<file path="config.mk">
export PLATFORM = sky130hd
export DESIGN_NAME = pulse_tally_unit
export DESIGN_NICKNAME = d
export VERILOG_FILES = /design/src/rtl/pt_pkg.sv /design/src/rtl/pt_glitch_filter.sv /design/src/rtl/pt_channel_step.sv /design/src/rtl/pt_count_core.sv /design/src/rtl/pulse_tally_unit.sv
export SDC_FILE = /design/constraint.sdc
export NUM_CORES = 1
export LEC_CHECK = 0
export ABC_AREA = 1
export BUFFER_PORTS_ARGS = -buffer_cell sky130_fd_sc_hd__buf_2
export CORE_MARGIN = 2
export CORE_UTILIZATION = 35
export DETAILED_ROUTE_END_ITERATION = 8
export HOLD_SLACK_MARGIN = 0.02
export SYNTH_ARGS = -nofsm -noshare
export SYNTH_HDL_FRONTEND = slang
export SYNTH_SLANG_ARGS = --single-unit
</file>
<file path="constraint.sdc">
create_clock -name clk -period 4.8 [get_ports clk]
set_clock_uncertainty 0.1 [all_clocks]
set_input_delay 0.24 -clock clk [delete_from_list [all_inputs] [get_ports clk]]
set_output_delay 0.24 -clock clk [all_outputs]
set_load 0.01 [all_outputs]
</file>
<file path="src/rtl/pt_pkg.sv">
// Shared types and helpers for the pulse counter unit.
// Assumes edge and control modes are 2-bit codes; unused codes are neutral.
package pt_pkg;
    localparam int STEP_W   = 3;
    localparam int NCMP     = 5;
    localparam int CMP_ZERO = 0;
    localparam int CMP_HI   = 1;
    localparam int CMP_LO   = 2;
    localparam int CMP_T0   = 3;
    localparam int CMP_T1   = 4;

    typedef logic signed [STEP_W-1:0] step_t;

    // Map an edge mode code to a signed step.
    function automatic step_t edge_step(input logic [1:0] mode);
        case (mode)
            2'd1:    return 3'sd1;
            2'd2:    return -3'sd1;
            default: return 3'sd0;
        endcase
    endfunction

    // Apply a control mode to a raw step: keep, reverse or suppress.
    function automatic step_t ctl_apply(input step_t s, input logic [1:0] mode);
        case (mode)
            2'd0:    return s;
            2'd1:    return -s;
            default: return 3'sd0;
        endcase
    endfunction
endpackage

</file>
<file path="src/rtl/pt_glitch_filter.sv">
// Synchroniser followed by a width filter for one input.
// A new level is accepted after it differs from the held level for
// thres+1 consecutive cycles; with filt_en low the synchroniser output is taken directly.
module pt_glitch_filter #(
    parameter int FILT_W      = 10,
    parameter int SYNC_STAGES = 2
) (
    input  logic              clk,
    input  logic              rst_n,
    input  logic              din,
    input  logic              filt_en,
    input  logic [FILT_W-1:0] thres,
    output logic              dout
);
    logic [SYNC_STAGES-1:0] sync_q;
    logic                   lvl_q;
    logic [FILT_W-1:0]      run_q;
    logic                   synced;

    assign synced = sync_q[SYNC_STAGES-1];

    // Bring the asynchronous input into the clock domain.
    always_ff @(posedge clk) begin
        if (!rst_n) sync_q <= '0;
        else        sync_q <= {sync_q[SYNC_STAGES-2:0], din};
    end

    // Count the run of differing cycles and accept the level once it is long enough.
    always_ff @(posedge clk) begin
        if (!rst_n) begin
            lvl_q <= 1'b0;
            run_q <= '0;
        end else if (!filt_en) begin
            lvl_q <= synced;
            run_q <= '0;
        end else if (synced == lvl_q) begin
            run_q <= '0;
        end else if (run_q >= thres) begin
            lvl_q <= synced;
            run_q <= '0;
        end else begin
            run_q <= run_q + 1'b1;
        end
    end

    assign dout = lvl_q;
endmodule

</file>
<file path="src/rtl/pt_channel_step.sv">
// Edge detector and direction logic for one channel.
// Assumes filtered, synchronous inputs; produces a signed step of -1, 0 or +1.
module pt_channel_step
    import pt_pkg::*;
(
    input  logic       clk,
    input  logic       rst_n,
    input  logic       pulse_lvl,
    input  logic       ctrl_lvl,
    input  logic [1:0] rise_mode,
    input  logic [1:0] fall_mode,
    input  logic [1:0] hi_mode,
    input  logic [1:0] lo_mode,
    output step_t      step
);
    logic  prev_q;
    logic  rise, fall;
    step_t raw_step;

    // Remember the previous filtered level for edge detection.
    always_ff @(posedge clk) begin
        if (!rst_n) prev_q <= 1'b0;
        else        prev_q <= pulse_lvl;
    end

    assign rise = pulse_lvl & ~prev_q;
    assign fall = ~pulse_lvl & prev_q;

    // Choose the edge mode, then let the control level modify it.
    always_comb begin
        if (rise)      raw_step = edge_step(rise_mode);
        else if (fall) raw_step = edge_step(fall_mode);
        else           raw_step = '0;
        step = ctl_apply(raw_step, ctrl_lvl ? hi_mode : lo_mode);
    end
endmodule

</file>
<file path="src/rtl/pt_count_core.sv">
// Shared signed counter with limit wrap and compare-hit detection.
// Assumes CNT_W > STEP_W; the steps of all channels are summed into one update.
module pt_count_core
    import pt_pkg::*;
#(
    parameter int CNT_W = 16,
    parameter int NCH   = 2
) (
    input  logic                  clk,
    input  logic                  rst_n,
    input  logic [NCH*STEP_W-1:0] steps_flat,
    input  logic [CNT_W-1:0]      hi_lim,
    input  logic [CNT_W-1:0]      lo_lim,
    input  logic [CNT_W-1:0]      thres0,
    input  logic [CNT_W-1:0]      thres1,
    input  logic [NCMP-1:0]       cmp_en,
    output logic [CNT_W-1:0]      count,
    output logic                  hit
);
    logic signed [CNT_W-1:0] cnt_q, nxt, sum;
    logic signed [CNT_W-1:0] hi_s, lo_s;
    logic                    wrap_q, wrap_d;
    logic [NCMP-1:0]         match;

    assign hi_s = $signed(hi_lim);
    assign lo_s = $signed(lo_lim);

    // Sum the channel steps with sign extension.
    always_comb begin
        sum = '0;
        for (int i = 0; i < NCH; i++) begin
            step_t s;
            s   = steps_flat[i*STEP_W +: STEP_W];
            sum = sum + {{(CNT_W-STEP_W){s[STEP_W-1]}}, s};
        end
    end

    // Next count, limit detection and compare matches.
    always_comb begin
        nxt    = wrap_q ? '0 : cnt_q + sum;
        wrap_d = !wrap_q && (((sum > 0) && (nxt >= hi_s)) ||
                             ((sum < 0) && (nxt <= lo_s)));
        match[CMP_ZERO] = (nxt == '0);
        match[CMP_HI]   = (nxt == hi_s);
        match[CMP_LO]   = (nxt == lo_s);
        match[CMP_T0]   = (nxt == $signed(thres0));
        match[CMP_T1]   = (nxt == $signed(thres1));
        hit = (nxt != cnt_q) && |(match & cmp_en);
    end

    // Hold the count and the pending wrap flag.
    always_ff @(posedge clk) begin
        if (!rst_n) begin
            cnt_q  <= '0;
            wrap_q <= 1'b0;
        end else begin
            cnt_q  <= nxt;
            wrap_q <= wrap_d;
        end
    end

    assign count = cnt_q;
endmodule

</file>
<file path="src/rtl/pulse_tally_unit.sv">
// Two-channel pulse counter unit: filters, per-channel direction logic,
// shared counter and a single event interrupt with raw/enable/status/clear.
// Assumes all configuration inputs are static around the edges they govern.
module pulse_tally_unit
    import pt_pkg::*;
#(
    parameter int NCH    = 2,
    parameter int CNT_W  = 16,
    parameter int FILT_W = 10
) (
    input  logic              clk,
    input  logic              rst_n,
    input  logic [NCH-1:0]    pulse_in,
    input  logic [NCH-1:0]    ctrl_in,
    input  logic              filt_en,
    input  logic [FILT_W-1:0] filt_thres,
    input  logic [2*NCH-1:0]  rise_mode,
    input  logic [2*NCH-1:0]  fall_mode,
    input  logic [2*NCH-1:0]  ctl_hi_mode,
    input  logic [2*NCH-1:0]  ctl_lo_mode,
    input  logic [NCMP-1:0]   cmp_en,
    input  logic [CNT_W-1:0]  hi_lim,
    input  logic [CNT_W-1:0]  lo_lim,
    input  logic [CNT_W-1:0]  thres0,
    input  logic [CNT_W-1:0]  thres1,
    input  logic              irq_en,
    input  logic              irq_clr,
    output logic [CNT_W-1:0]  count,
    output logic              irq_raw,
    output logic              irq_status
);
    logic [NCH-1:0]        pulse_f, ctrl_f;
    logic [NCH*STEP_W-1:0] steps_flat;
    logic                  hit;
    logic                  raw_q;

    for (genvar c = 0; c < NCH; c++) begin : g_ch
        step_t ch_step;

        pt_glitch_filter #(.FILT_W(FILT_W)) u_pf (
            .clk(clk), .rst_n(rst_n), .din(pulse_in[c]),
            .filt_en(filt_en), .thres(filt_thres), .dout(pulse_f[c])
        );
        pt_glitch_filter #(.FILT_W(FILT_W)) u_cf (
            .clk(clk), .rst_n(rst_n), .din(ctrl_in[c]),
            .filt_en(filt_en), .thres(filt_thres), .dout(ctrl_f[c])
        );
        pt_channel_step u_step (
            .clk(clk), .rst_n(rst_n),
            .pulse_lvl(pulse_f[c]), .ctrl_lvl(ctrl_f[c]),
            .rise_mode(rise_mode[2*c +: 2]), .fall_mode(fall_mode[2*c +: 2]),
            .hi_mode(ctl_hi_mode[2*c +: 2]), .lo_mode(ctl_lo_mode[2*c +: 2]),
            .step(ch_step)
        );
        assign steps_flat[c*STEP_W +: STEP_W] = ch_step;
    end

    pt_count_core #(.CNT_W(CNT_W), .NCH(NCH)) u_core (
        .clk(clk), .rst_n(rst_n), .steps_flat(steps_flat),
        .hi_lim(hi_lim), .lo_lim(lo_lim), .thres0(thres0), .thres1(thres1),
        .cmp_en(cmp_en), .count(count), .hit(hit)
    );

    // Sticky raw event bit; a new hit takes priority over the clear.
    always_ff @(posedge clk) begin
        if (!rst_n) raw_q <= 1'b0;
        else        raw_q <= (raw_q & ~irq_clr) | hit;
    end

    assign irq_raw    = raw_q;
    assign irq_status = raw_q & irq_en;
endmodule

</file>
==> reports/metrics.cfg <==
[worst_setup_path]
required_ns=4.98
worstPathArrival_ns=4.73
path_class=reg2reg
crit_path_max_incr_delay_ns=0.32
endpoint_kind=flop
crit_fanout=7
reg2reg_slack_ns=0.25
crit_path_top_delay_cell=dfxtp_1
cp_common_cell=nand2_1
crit_path_start_kind=flop

[timing]
fmax_mhz=220
slew_violations=0
hold_violations=0
max_slew_margin_pct=52.1
worst_slack_ns=0.250
layout_min_cycle_time_ns=4.55
finalCritPeriodShare_pct=94.8
tns_ns=0
tightest_slew_ns=0.717
setup_viol=0

[detailed_routing]
avgViaCountPerCell=4.67
postRouteAntennaNets=0
wl_mm=19.0
dr.pass1.iters=5
drcViolationCount=0
vias=6878
wl_per_cell_um=12.9
drtIter0Drc=330

[synth]
mappedNetlistArea_um2=6750
synth_flop_cell=dfxtp_1
syn-num-nets=1238
ys_types=41
yosysSeqAreaShare_pct=21.3
synth_seq_cells=72
synth_edf_count=0
syn_avg_cell_area_um2=6.56
synthArstFlopShare_pct=0
yosysWarnings=0
synth_cells=1030

[floorplan]
start_util_pct=35.9
die_width_um=143
fp.coreArea_um2=18800
rows=50
die_h_um=143
ios=122
fp.dieArea_um2=20400

[pwr]
max-vdd-ir-drop_mv=0.174
power.density_nw_per_um2=242
power.leakage_uw=0.00458
total_power_uw=2090

[cts]
cts_num_sinks=72
clk_pin_slew_ns=0.06
htreeDepth=3
cts_root_buffer=clkbuf_16
clock_path_buffers=2
cts_tree=done
clk_latency_ns=0.35
cts_buffers=9

[placement]
gp_congestion=0.868
dp_slack_ns=-0.0664
dpl-instance-area_um2=7960
portBuffers=121
place_hpwl_mm=15.6

[global_routing]
gr-total-overflow=0
grt_pass1_wl_mm=30.1
gr-usage-met2_pct=31.7
grt_use_met1_pct=24.0
top_usage_layer=met2
grt_use_total_pct=18.7
grt_max_degree=32
antenna_found_initial=4
grt_pass1_vias=6365
grt_use_met3_pct=3.69

[hold_path]
hold_path.class=in2reg

[finish]
syn2layout_area_growth_pct=27.5
utilization_pct=45.7
final_nets=1413
fillers=1956
design_area_um2=8610
drive_gt1_share_pct=22.6

[outcome]
status=finished clean

[job]
drv_cap=0

[routing by layer]
layer | vias to the layer above | routed length [um]
met5 | - | 13
li1 | 3632 | -
met1 | 3031 | 8790
met4 | 2 | 369
met3 | 28 | 1090
met2 | 185 | 8730
[report_power, final]
part / switching [uW] / internal, uW
clock: 292 / 370
combinational: 440 / 331
sequential: 30.4 / 621
total: 762 / 1320
[stage by stage]
stage	hold slack, ns	instances
floorplan	0.238	1030
global placement	0.292	1445
detailed placement	0.297	1445
CTS	0.0644	1465
global route	0.0853	1471
finish	0.0893	1473
[layout make-up]
type                    instances  area [um^2]  area share (%)
multi-input cells             748         4760            55.3
flip-flops and latches         72         1440            16.8
repair buffers                170         1010            11.8
inverters                     204          768            8.92
well taps                     260          325            3.78
clock buffers                  10          239            2.78
clock inverters                 6         50.0           0.581
diodes                          3         7.51          0.0872
[state kept, by name (all words and copies together), names as in the netlist]
name	cells
g_ch.u_step.prev_q	2
g_ch.u_cf.dout	2
u_core.wrap_q	1
g_ch.u_cf.run_q	20
g_ch.u_pf.dout	2
irq_raw	1
g_ch.u_cf.sync_q	4
u_core.count	16
g_ch.u_pf.run_q	20
g_ch.u_pf.sync_q	4
[worst max-delay path, delay by kind of cell, from the launching register on]
family          cells  cell delay [ns]
flops               1             0.32
buf+inv             6             0.60
fa+ha+maj           4             1.09
compound gates      8             1.08
simple gates       11             1.30
[Yosys cell counts (8+ instances only)]
cell type    n  area share (%)
nand4_1     28             2.6
nand3_2     16             2.4
xor2_1      22             2.9
xnor2_1     19             2.5
a21oi_1     46             3.4
nand2_2     12             1.1
nor2_1     125             6.9
nor3_1      17             1.3
dfxtp_1     72              21
inv_1      198              11
nand3b_1     8            0.89
nand2_1    234              13
nand3_1     46             3.4
o21ai_0     27             2.0
ha_1       102              19
[cells by family after synthesis]
| logic type | count (synthesis) | share of synthesized area [%] |
|---|---|---|
| AND/OR/NAND/NOR | 511 | 34.3 |
| buffers and inverters | 210 | 11.9 |
| adder cells (fa/ha/maj) | 104 | 19.5 |
| AO/OA/AOI/OAI | 90 | 7.30 |
| flip-flops | 72 | 21.3 |
| XOR/XNOR | 41 | 5.32 |
| multiplexers | 2 | 0.296 |
[timing repair]
item / 4_1_cts / 5_1_grt
gates resized for setup: 3 / 53
hold endpoints to repair: 4 / 0
pin swaps: 0 / 14
buffers inserted: 0 / 4
cloned: 0 / 1
hold buffers: 4 / 0
setup endpoints to repair: 2 / 2
[cell usage in the layout, fill, tap and decap left out, types with 5 or more instances in the layout]
| cell | instances |
|---|---|
| buf_2 | 121 |
| xnor2_1 | 19 |
| or2_2 | 6 |
| nand2_2 | 18 |
| ha_1 | 88 |
| nand4_1 | 28 |
| nand3_1 | 45 |
| o21ai_1 | 5 |
| xor2_1 | 21 |
| inv_1 | 197 |
| nor2_2 | 10 |
| nor2_1 | 121 |
| a21oi_1 | 41 |
| buf_4 | 43 |
| nand2_1 | 228 |
| o21ai_0 | 20 |
| nor3_1 | 15 |
| clkbuf_16 | 10 |
| dfxtp_1 | 71 |
| a21oi_2 | 7 |
| nand3_2 | 17 |
| nand3b_1 | 8 |
| ha_4 | 12 |
[worst paths after layout]
path / endpoint / start / cells after the start
hold reg to reg: g_ch[1].u_cf.sync_q[1] / g_ch[1].u_cf.sync_q[0] / 2
setup reg to reg: u_core.wrap_q / g_ch[0].u_pf.dout / 29
hold / removal: irq_raw / irq_clr / 4
setup / recovery: u_core.wrap_q / g_ch[0].u_pf.dout / 29
Power figures use the tool's default switching activity.
